File: src/rtl/mcs_pkg.sv
package mcs_pkg;
  // Fixed machine-cycle geometry.
  localparam int STATES_PER_CYCLE = 6;
  localparam int PHASES_PER_STATE = 2;

  // Registered strobe bundle driven by the strobe generator.
  typedef struct packed {
    logic fetch;
    logic discard;
    logic pcinc;
    logic done;
    logic win;
  } strobe_t;
endpackage

File: src/rtl/mcs_timebase.sv
// Tick and machine-cycle counters; exposes both current and next position.
module mcs_timebase #(
  parameter int TICKS = 12,
  parameter int CYC_W = 2,
  localparam int TK_W = $clog2(TICKS)
) (
  input  logic             clk,
  input  logic             rst,
  input  logic [CYC_W-1:0] last_cyc,
  output logic [TK_W-1:0]  tick_d,
  output logic [CYC_W-1:0] cyc_d,
  output logic             primed_d,
  output logic             cap_en
);
  localparam logic [TK_W-1:0] LAST_TICK = TK_W'(TICKS - 1);

  logic [TK_W-1:0]  tick_q;
  logic [CYC_W-1:0] cyc_q;
  logic             primed_q;

  always_comb begin
    tick_d   = tick_q;
    cyc_d    = cyc_q;
    primed_d = primed_q;
    if (rst) begin
      tick_d   = '0;
      cyc_d    = '0;
      primed_d = 1'b0;
    end else if (!primed_q) begin
      // first clock after reset: begin an instruction at S1P1
      tick_d   = '0;
      cyc_d    = '0;
      primed_d = 1'b1;
    end else if (tick_q == LAST_TICK) begin
      tick_d = '0;
      cyc_d  = (cyc_q == last_cyc) ? '0 : cyc_q + 1'b1;
    end else begin
      tick_d = tick_q + 1'b1;
    end
  end

  assign cap_en = !rst && primed_q && (tick_q == '0) && (cyc_q == '0);

  always_ff @(posedge clk) begin
    if (rst) begin
      tick_q   <= '0;
      cyc_q    <= '0;
      primed_q <= 1'b0;
    end else begin
      tick_q   <= tick_d;
      cyc_q    <= cyc_d;
      primed_q <= primed_d;
    end
  end
endmodule

File: src/rtl/mcs_decode_hold.sv
// Captures and normalises the decoded instruction attributes once per instruction.
module mcs_decode_hold #(
  parameter int LEN_W   = 2,
  parameter int CNT_W   = 3,
  parameter int MAX_CYC = 4,
  parameter int CYC_W   = 2
) (
  input  logic             clk,
  input  logic             rst,
  input  logic             cap_en,
  input  logic [LEN_W-1:0] dec_len,
  input  logic [CNT_W-1:0] dec_cycles,
  input  logic             dec_xmove,
  output logic [LEN_W-1:0] len_q,
  output logic [CYC_W-1:0] last_cyc_q,
  output logic             xmove_q
);
  logic [LEN_W-1:0] len_n;
  logic [CYC_W-1:0] last_n;

  always_comb begin
    len_n = (dec_len == '0) ? LEN_W'(1) : dec_len;
    if (dec_xmove)
      last_n = CYC_W'(1);
    else if (dec_cycles == '0)
      last_n = '0;
    else if (int'(dec_cycles) > MAX_CYC)
      last_n = CYC_W'(MAX_CYC - 1);
    else
      last_n = CYC_W'(int'(dec_cycles) - 1);
  end

  always_ff @(posedge clk) begin
    if (rst) begin
      len_q      <= LEN_W'(1);
      last_cyc_q <= '0;
      xmove_q    <= 1'b0;
    end else if (cap_en) begin
      len_q      <= len_n;
      last_cyc_q <= last_n;
      xmove_q    <= dec_xmove;
    end
  end
endmodule

File: src/rtl/mcs_strobe_gen.sv
// Derives registered position and strobes from the next position.
module mcs_strobe_gen
  import mcs_pkg::*;
#(
  parameter int TICKS  = 12,
  parameter int PHASES = 2,
  parameter int CYC_W  = 2,
  parameter int LEN_W  = 2,
  parameter int SLOT_B = 6,
  parameter int ST_W   = 3,
  parameter int PH_W   = 1,
  localparam int TK_W  = $clog2(TICKS)
) (
  input  logic             clk,
  input  logic             rst,
  input  logic [TK_W-1:0]  tick_d,
  input  logic [CYC_W-1:0] cyc_d,
  input  logic             primed_d,
  input  logic [LEN_W-1:0] len_q,
  input  logic [CYC_W-1:0] last_cyc_q,
  input  logic             xmove_q,
  output logic [ST_W-1:0]  st_q,
  output logic [PH_W-1:0]  ph_q,
  output strobe_t          stb_q
);
  localparam logic [TK_W-1:0] LAST_TICK = TK_W'(TICKS - 1);
  localparam logic [TK_W-1:0] SLOT_B_T  = TK_W'(SLOT_B);

  logic          at_a, at_b, in_win, kept;
  logic [CYC_W:0] slot_k;
  strobe_t       stb_n;

  always_comb begin
    at_a   = (tick_d == '0);
    at_b   = (tick_d == SLOT_B_T);
    // window: second half of cycle 0 and first half of cycle 1
    in_win = primed_d && xmove_q &&
             (((cyc_d == '0) && (tick_d >= SLOT_B_T)) ||
              ((cyc_d == CYC_W'(1)) && (tick_d < SLOT_B_T)));
    slot_k = {cyc_d, 1'b0} | {{CYC_W{1'b0}}, at_b};
    kept   = int'(slot_k) < int'(len_q);

    stb_n.fetch   = primed_d && (at_a || at_b) && !in_win;
    stb_n.discard = stb_n.fetch && !kept;
    stb_n.pcinc   = stb_n.fetch && kept;
    stb_n.done    = primed_d && (tick_d == LAST_TICK) && (cyc_d == last_cyc_q);
    stb_n.win     = in_win;
  end

  always_ff @(posedge clk) begin
    if (rst) begin
      st_q  <= '0;
      ph_q  <= '0;
      stb_q <= '0;
    end else begin
      st_q  <= ST_W'(int'(tick_d) / PHASES);
      ph_q  <= PH_W'(int'(tick_d) % PHASES);
      stb_q <= stb_n;
    end
  end
endmodule

File: src/rtl/mcs_fetch_seq.sv
// Top: machine-cycle fetch sequencer.
module mcs_fetch_seq
  import mcs_pkg::*;
#(
  parameter int LEN_W   = 2,
  parameter int CNT_W   = 3,
  parameter int MAX_CYC = 4,
  localparam int TICKS  = STATES_PER_CYCLE * PHASES_PER_STATE,
  localparam int SLOT_B = (STATES_PER_CYCLE / 2) * PHASES_PER_STATE,
  localparam int CYC_W  = (MAX_CYC > 2) ? $clog2(MAX_CYC) : 1,
  localparam int ST_W   = $clog2(STATES_PER_CYCLE),
  localparam int PH_W   = $clog2(PHASES_PER_STATE),
  localparam int TK_W   = $clog2(TICKS)
) (
  input  logic             clk,
  input  logic             rst,
  input  logic [LEN_W-1:0] dec_len,
  input  logic [CNT_W-1:0] dec_cycles,
  input  logic             dec_xmove,
  output logic [ST_W-1:0]  st_idx,
  output logic [PH_W-1:0]  ph2,
  output logic             fetch_req,
  output logic             fetch_discard,
  output logic             pc_inc,
  output logic             instr_done,
  output logic             data_win
);
  logic [TK_W-1:0]  tick_d;
  logic [CYC_W-1:0] cyc_d;
  logic             primed_d;
  logic             cap_en;
  logic [LEN_W-1:0] len_q;
  logic [CYC_W-1:0] last_cyc_q;
  logic             xmove_q;
  strobe_t          stb_q;

  mcs_timebase #(.TICKS(TICKS), .CYC_W(CYC_W)) tb_i (
    .clk(clk), .rst(rst), .last_cyc(last_cyc_q),
    .tick_d(tick_d), .cyc_d(cyc_d), .primed_d(primed_d), .cap_en(cap_en)
  );

  mcs_decode_hold #(.LEN_W(LEN_W), .CNT_W(CNT_W), .MAX_CYC(MAX_CYC), .CYC_W(CYC_W)) dh_i (
    .clk(clk), .rst(rst), .cap_en(cap_en),
    .dec_len(dec_len), .dec_cycles(dec_cycles), .dec_xmove(dec_xmove),
    .len_q(len_q), .last_cyc_q(last_cyc_q), .xmove_q(xmove_q)
  );

  mcs_strobe_gen #(
    .TICKS(TICKS), .PHASES(PHASES_PER_STATE), .CYC_W(CYC_W), .LEN_W(LEN_W),
    .SLOT_B(SLOT_B), .ST_W(ST_W), .PH_W(PH_W)
  ) sg_i (
    .clk(clk), .rst(rst), .tick_d(tick_d), .cyc_d(cyc_d), .primed_d(primed_d),
    .len_q(len_q), .last_cyc_q(last_cyc_q), .xmove_q(xmove_q),
    .st_q(st_idx), .ph_q(ph2), .stb_q(stb_q)
  );

  assign fetch_req     = stb_q.fetch;
  assign fetch_discard = stb_q.discard;
  assign pc_inc        = stb_q.pcinc;
  assign instr_done    = stb_q.done;
  assign data_win      = stb_q.win;
endmodule

File: config.mk
export PLATFORM = sky130hd
export DESIGN_NAME = mcs_fetch_seq
export DESIGN_NICKNAME = d
export VERILOG_FILES = /design/src/rtl/mcs_pkg.sv /design/src/rtl/mcs_timebase.sv /design/src/rtl/mcs_decode_hold.sv /design/src/rtl/mcs_strobe_gen.sv /design/src/rtl/mcs_fetch_seq.sv
export SDC_FILE = /design/constraint.sdc
export NUM_CORES = 1
export LEC_CHECK = 0
export CAP_MARGIN = 5
export CORE_MARGIN = 5
export CORE_UTILIZATION = 28
export CTS_CLUSTER_DIAMETER = 80
export DETAILED_ROUTE_END_ITERATION = 16
export GPL_TIMING_DRIVEN = 0
export SYNTH_ARGS = -nofsm -noshare
export SYNTH_HDL_FRONTEND = slang
export SYNTH_SLANG_ARGS = --single-unit
File: constraint.sdc
create_clock -name clk -period 2.34 [get_ports clk]
set_input_delay 0.351 -clock clk [delete_from_list [all_inputs] [get_ports clk]]
set_output_delay 0.351 -clock clk [all_outputs]
set_load 0.01 [all_outputs]
==> metrics.cfg <==
[outcome]
status = completed

[final_layout]
ff_latch_area_sq_um = 342
syn2layout_area_growth_pct = 25.7
final_net_count = 137
filler_cell_count = 369
finish.cell_count_without_fillers = 169
combined_area_of_the_multi_input_logic_cells_sq_um = 547
fraction_of_layout_cells_with_a_size_suffix_above_1_pct = 17.9
fin_area_sq_um = 1190
insertedDiodeCount = 0

[route]
drt-initial-drc-count = 23
drc_errors = 0
routed.top_layer = met3
total_met3_wirelength_after_detailed_routing_microns = 74
drt_wl_total_microns = 1890
route.layer.met1.wl_microns = 905
post_drt_wl_per_cell_microns = 11.2
avgViaCountPerCell = 4.58
routed-via-count = 774
wl_met2_microns = 913
drt_first_pass_iters = 4
postRouteAntennaNets = 0

[floorplanning]
boundaryPins = 17
die_w_microns = 68.1
die-height_microns = 68.1
initial_core_util_pct = 28.6
design.die.area_sq_um = 4640
design.core.area_sq_um = 3310
fp-row-count = 21

[timing]
setup_tns_final_ns = 0
setup_viol = 0
final_worst_path_cycle_share_pct = 92.2
tightestPinTransition_ns = 0.414
worst_setup_slack_final_ns = 0.183
final_hold_viol_count = 0
fmax_mhz = 464
clock_skew_ns = 0.00193
slew_headroom_pct = 72.3
holdWs_ns = 0.337
final_count_of_pins_violating_max_slew = 0
grt_setup_unrepaired = no
finalWorstPathRequiredPeriod_ns = 2.16

[critical_path]
setup.reg_to_reg.worst_slack_ns = 0.18
critPathLaunchType = flop
worst-setup-path-type = reg -> reg
worst_setup_path_endpoint = sg_i.stb_q[3]
timing.critical_path.fanout_max = 7
r2r_end = sg_i.stb_q[3]
timing.rr.start = tb_i.tick_q[1]
worst_reg2reg_path_length_in_cells = 7
crit_required_ns = 2.52
cp-startpoint = tb_i.tick_q[1]
worstPathArrival_ns = 2.33
timing.critical_path.to_type = flop

[place]
detailedPlacementHpwl_microns = 1530
portBuffers = 15
place_congestion = 0.791
dpl-instance-area_sq_um = 1150
dpl_worst_slack_ns = 0.0405
place_inst = 165

[clock_tree]
cts.path.max_buffers = 2
cts.hold.buffers_added = 0
cts_made_buffers = 3
cts_post_setup_buffers_inserted = 0
clock_latency_ns = 0.29
worst_setup_hold_path_clk_slew_ns = 0.10
htree_num_levels = 1
tritoncts = yes
ctsRootBufferMaster = clkbuf_4
tritoncts_num_sinks = 17

[global_routing]
grt_antenna_before_repair = 0
grt_remaining_overflow = 0
grt_pass1_wl_microns = 3390
first_global_vias = 815
grt_max_degree = 11
groute.usage.overall_pct = 9.37

[logic_synthesis]
yosysSeqAreaShare_pct = 36.0
synthCells = 104
postSynthRegisterBits = 17
avgSynthCellArea_sq_um = 9.10
cell_area_after_synthesis_sq_um = 946
synthesis.yosys.warnings = 0
yosys.cell_types.count = 36
synth_nets = 117

[run]
cap_violations = 0

[min_path]
hp-class = in -> reg

[power]
cell_leakage_power_nw = 0.492
max-vdd-ir-drop_uv = 315
p_per_area_nw_per_um2 = 450

-- critical path, stage by stage (launching register included) --
cell      delay, ns
dfxtp_1        0.45
ha_2           0.29
and3b_2        0.25
o211ai_2       0.14
a21oi_2        0.19
ha_1           0.25
a211o_2        0.32
nor3b_2        0.16
-- cell families (layout without fill, tap and decap cells) --
logic type | after synthesis | count (layout) | synth area share [%]
buffers and inverters | 13 | 32 | 6.88
flip-flops | 17 | 17 | 36.0
multiplexers | 3 | 3 | 3.17
AO/OA/AOI/OAI | 19 | 19 | 17.1
AND/OR/NAND/NOR | 41 | 41 | 24.7
adder cells (fa/ha/maj) | 5 | 5 | 6.61
XOR/XNOR | 6 | 6 | 5.56
-- where the power goes --
part | switching [mW] | leakage [nW] | internal (mW) | total, mW
combinational | 0.0347 | 0.335 | 0.0381 | 0.0728
sequential | 0.00869 | 0.139 | 0.300 | 0.308
clock | 0.0907 | 0.0177 | 0.0635 | 0.154
total | 0.134 | 0.492 | 0.401 | 0.535
-- cell type report --
type                    instances  area share (%)
clock buffers                   3            1.89
multi-input cells              74            46.0
plain buffers                   3            2.32
well taps                      46            4.84
repair buffers                 15            12.6
inverters                      10            3.16
flip-flops and latches         17            28.7
clock inverters                 1           0.421
-- cells in the mapped netlist (all sizes together) --
master / n / area (sq um)
or2: 1 / 6.26
nor3b: 3 / 32.5
inv: 10 / 37.5
nand2b: 1 / 6.26
mux2i: 3 / 30.0
o211ai: 3 / 32.5
o21ba: 1 / 10.0
ha: 5 / 62.6
xnor2: 2 / 17.5
o221ai: 1 / 8.76
o31ai: 1 / 12.5
o221a: 1 / 11.3
nand4: 4 / 25.0
o21ai: 1 / 5.00
nor3: 4 / 25.0
nand2: 6 / 22.5
buf: 3 / 27.5
and2: 2 / 12.5
nand4b: 1 / 8.76
nor2b: 3 / 18.8
dfxtp: 17 / 340
and3b: 1 / 10.0
a211o: 2 / 18.8
a211oi: 1 / 7.51
nand3b: 2 / 15.0
nor2: 13 / 51.3
xor2: 4 / 35.0
a21oi: 8 / 55.1
-- sequential cells by signal, indices dropped and copies added (netlist names) --
signal	flops
dh_i.xmove_q	1
dh_i.last_cyc_q	2
dh_i.len_q	2
tb_i.tick_q	4
sg_i.stb_q	5
tb_i.primed_q	1
tb_i.cyc_q	2
-- cells in the final DEF (no fill, tap or decap), types with 2 or more instances in the layout --
cell type and n:
nor3_1 3, nor3b_2 2, nand3b_1 2, inv_1 10
xnor2_1 2, a21oi_1 5, ha_1 4, mux2i_1 3
nand2_1 6, a21oi_2 2, and2_1 2, buf_6 2
nor2_1 12, dfxtp_1 16, nand4_1 4, nor2b_1 3
clkbuf_4 3, clkdlybuf4s50_1 15, xor2_1 4, o211ai_2 2
-- per-stage QoR --
stage | total power, mW | utilization [%]
6_report | 0.535 | 35.9
3_5_place_dp | 0.388 | 34.8
2_1_floorplan | 0.356 | -
3_3_place_gp | 0.385 | 34.8
5_1_grt | 0.565 | 35.9
4_1_cts | 0.545 | 35.7
-- worst min path at each step --
stage,from,end,slack (ns),cells past startpoint
floorplan,dh_i.xmove_q,dh_i.xmove_q,0.46,2
global placement,dh_i.len_q[1],dh_i.len_q[1],0.48,2
detailed placement,dh_i.xmove_q,dh_i.xmove_q,0.49,2
CTS,rst,dh_i.xmove_q,0.33,2
global route,rst,dh_i.last_cyc_q[0],0.35,2
finish,rst,dh_i.last_cyc_q[1],0.34,2
-- layer usage --
layer	up-vias	track usage (%)
li1	397	-
met1	360	11.2
met2	17	16.6
met3	0	2.96
met4	0	1.49
met5	-	0
-- what timing repair did --
| item | CTS | global route |
|---|---|---|
| endpoints found under the setup margin | 0 | 2 |
| endpoints found under the hold margin | 0 | 0 |
| gates resized for setup | 0 | 3 |
(Power assumes the default switching activity.)
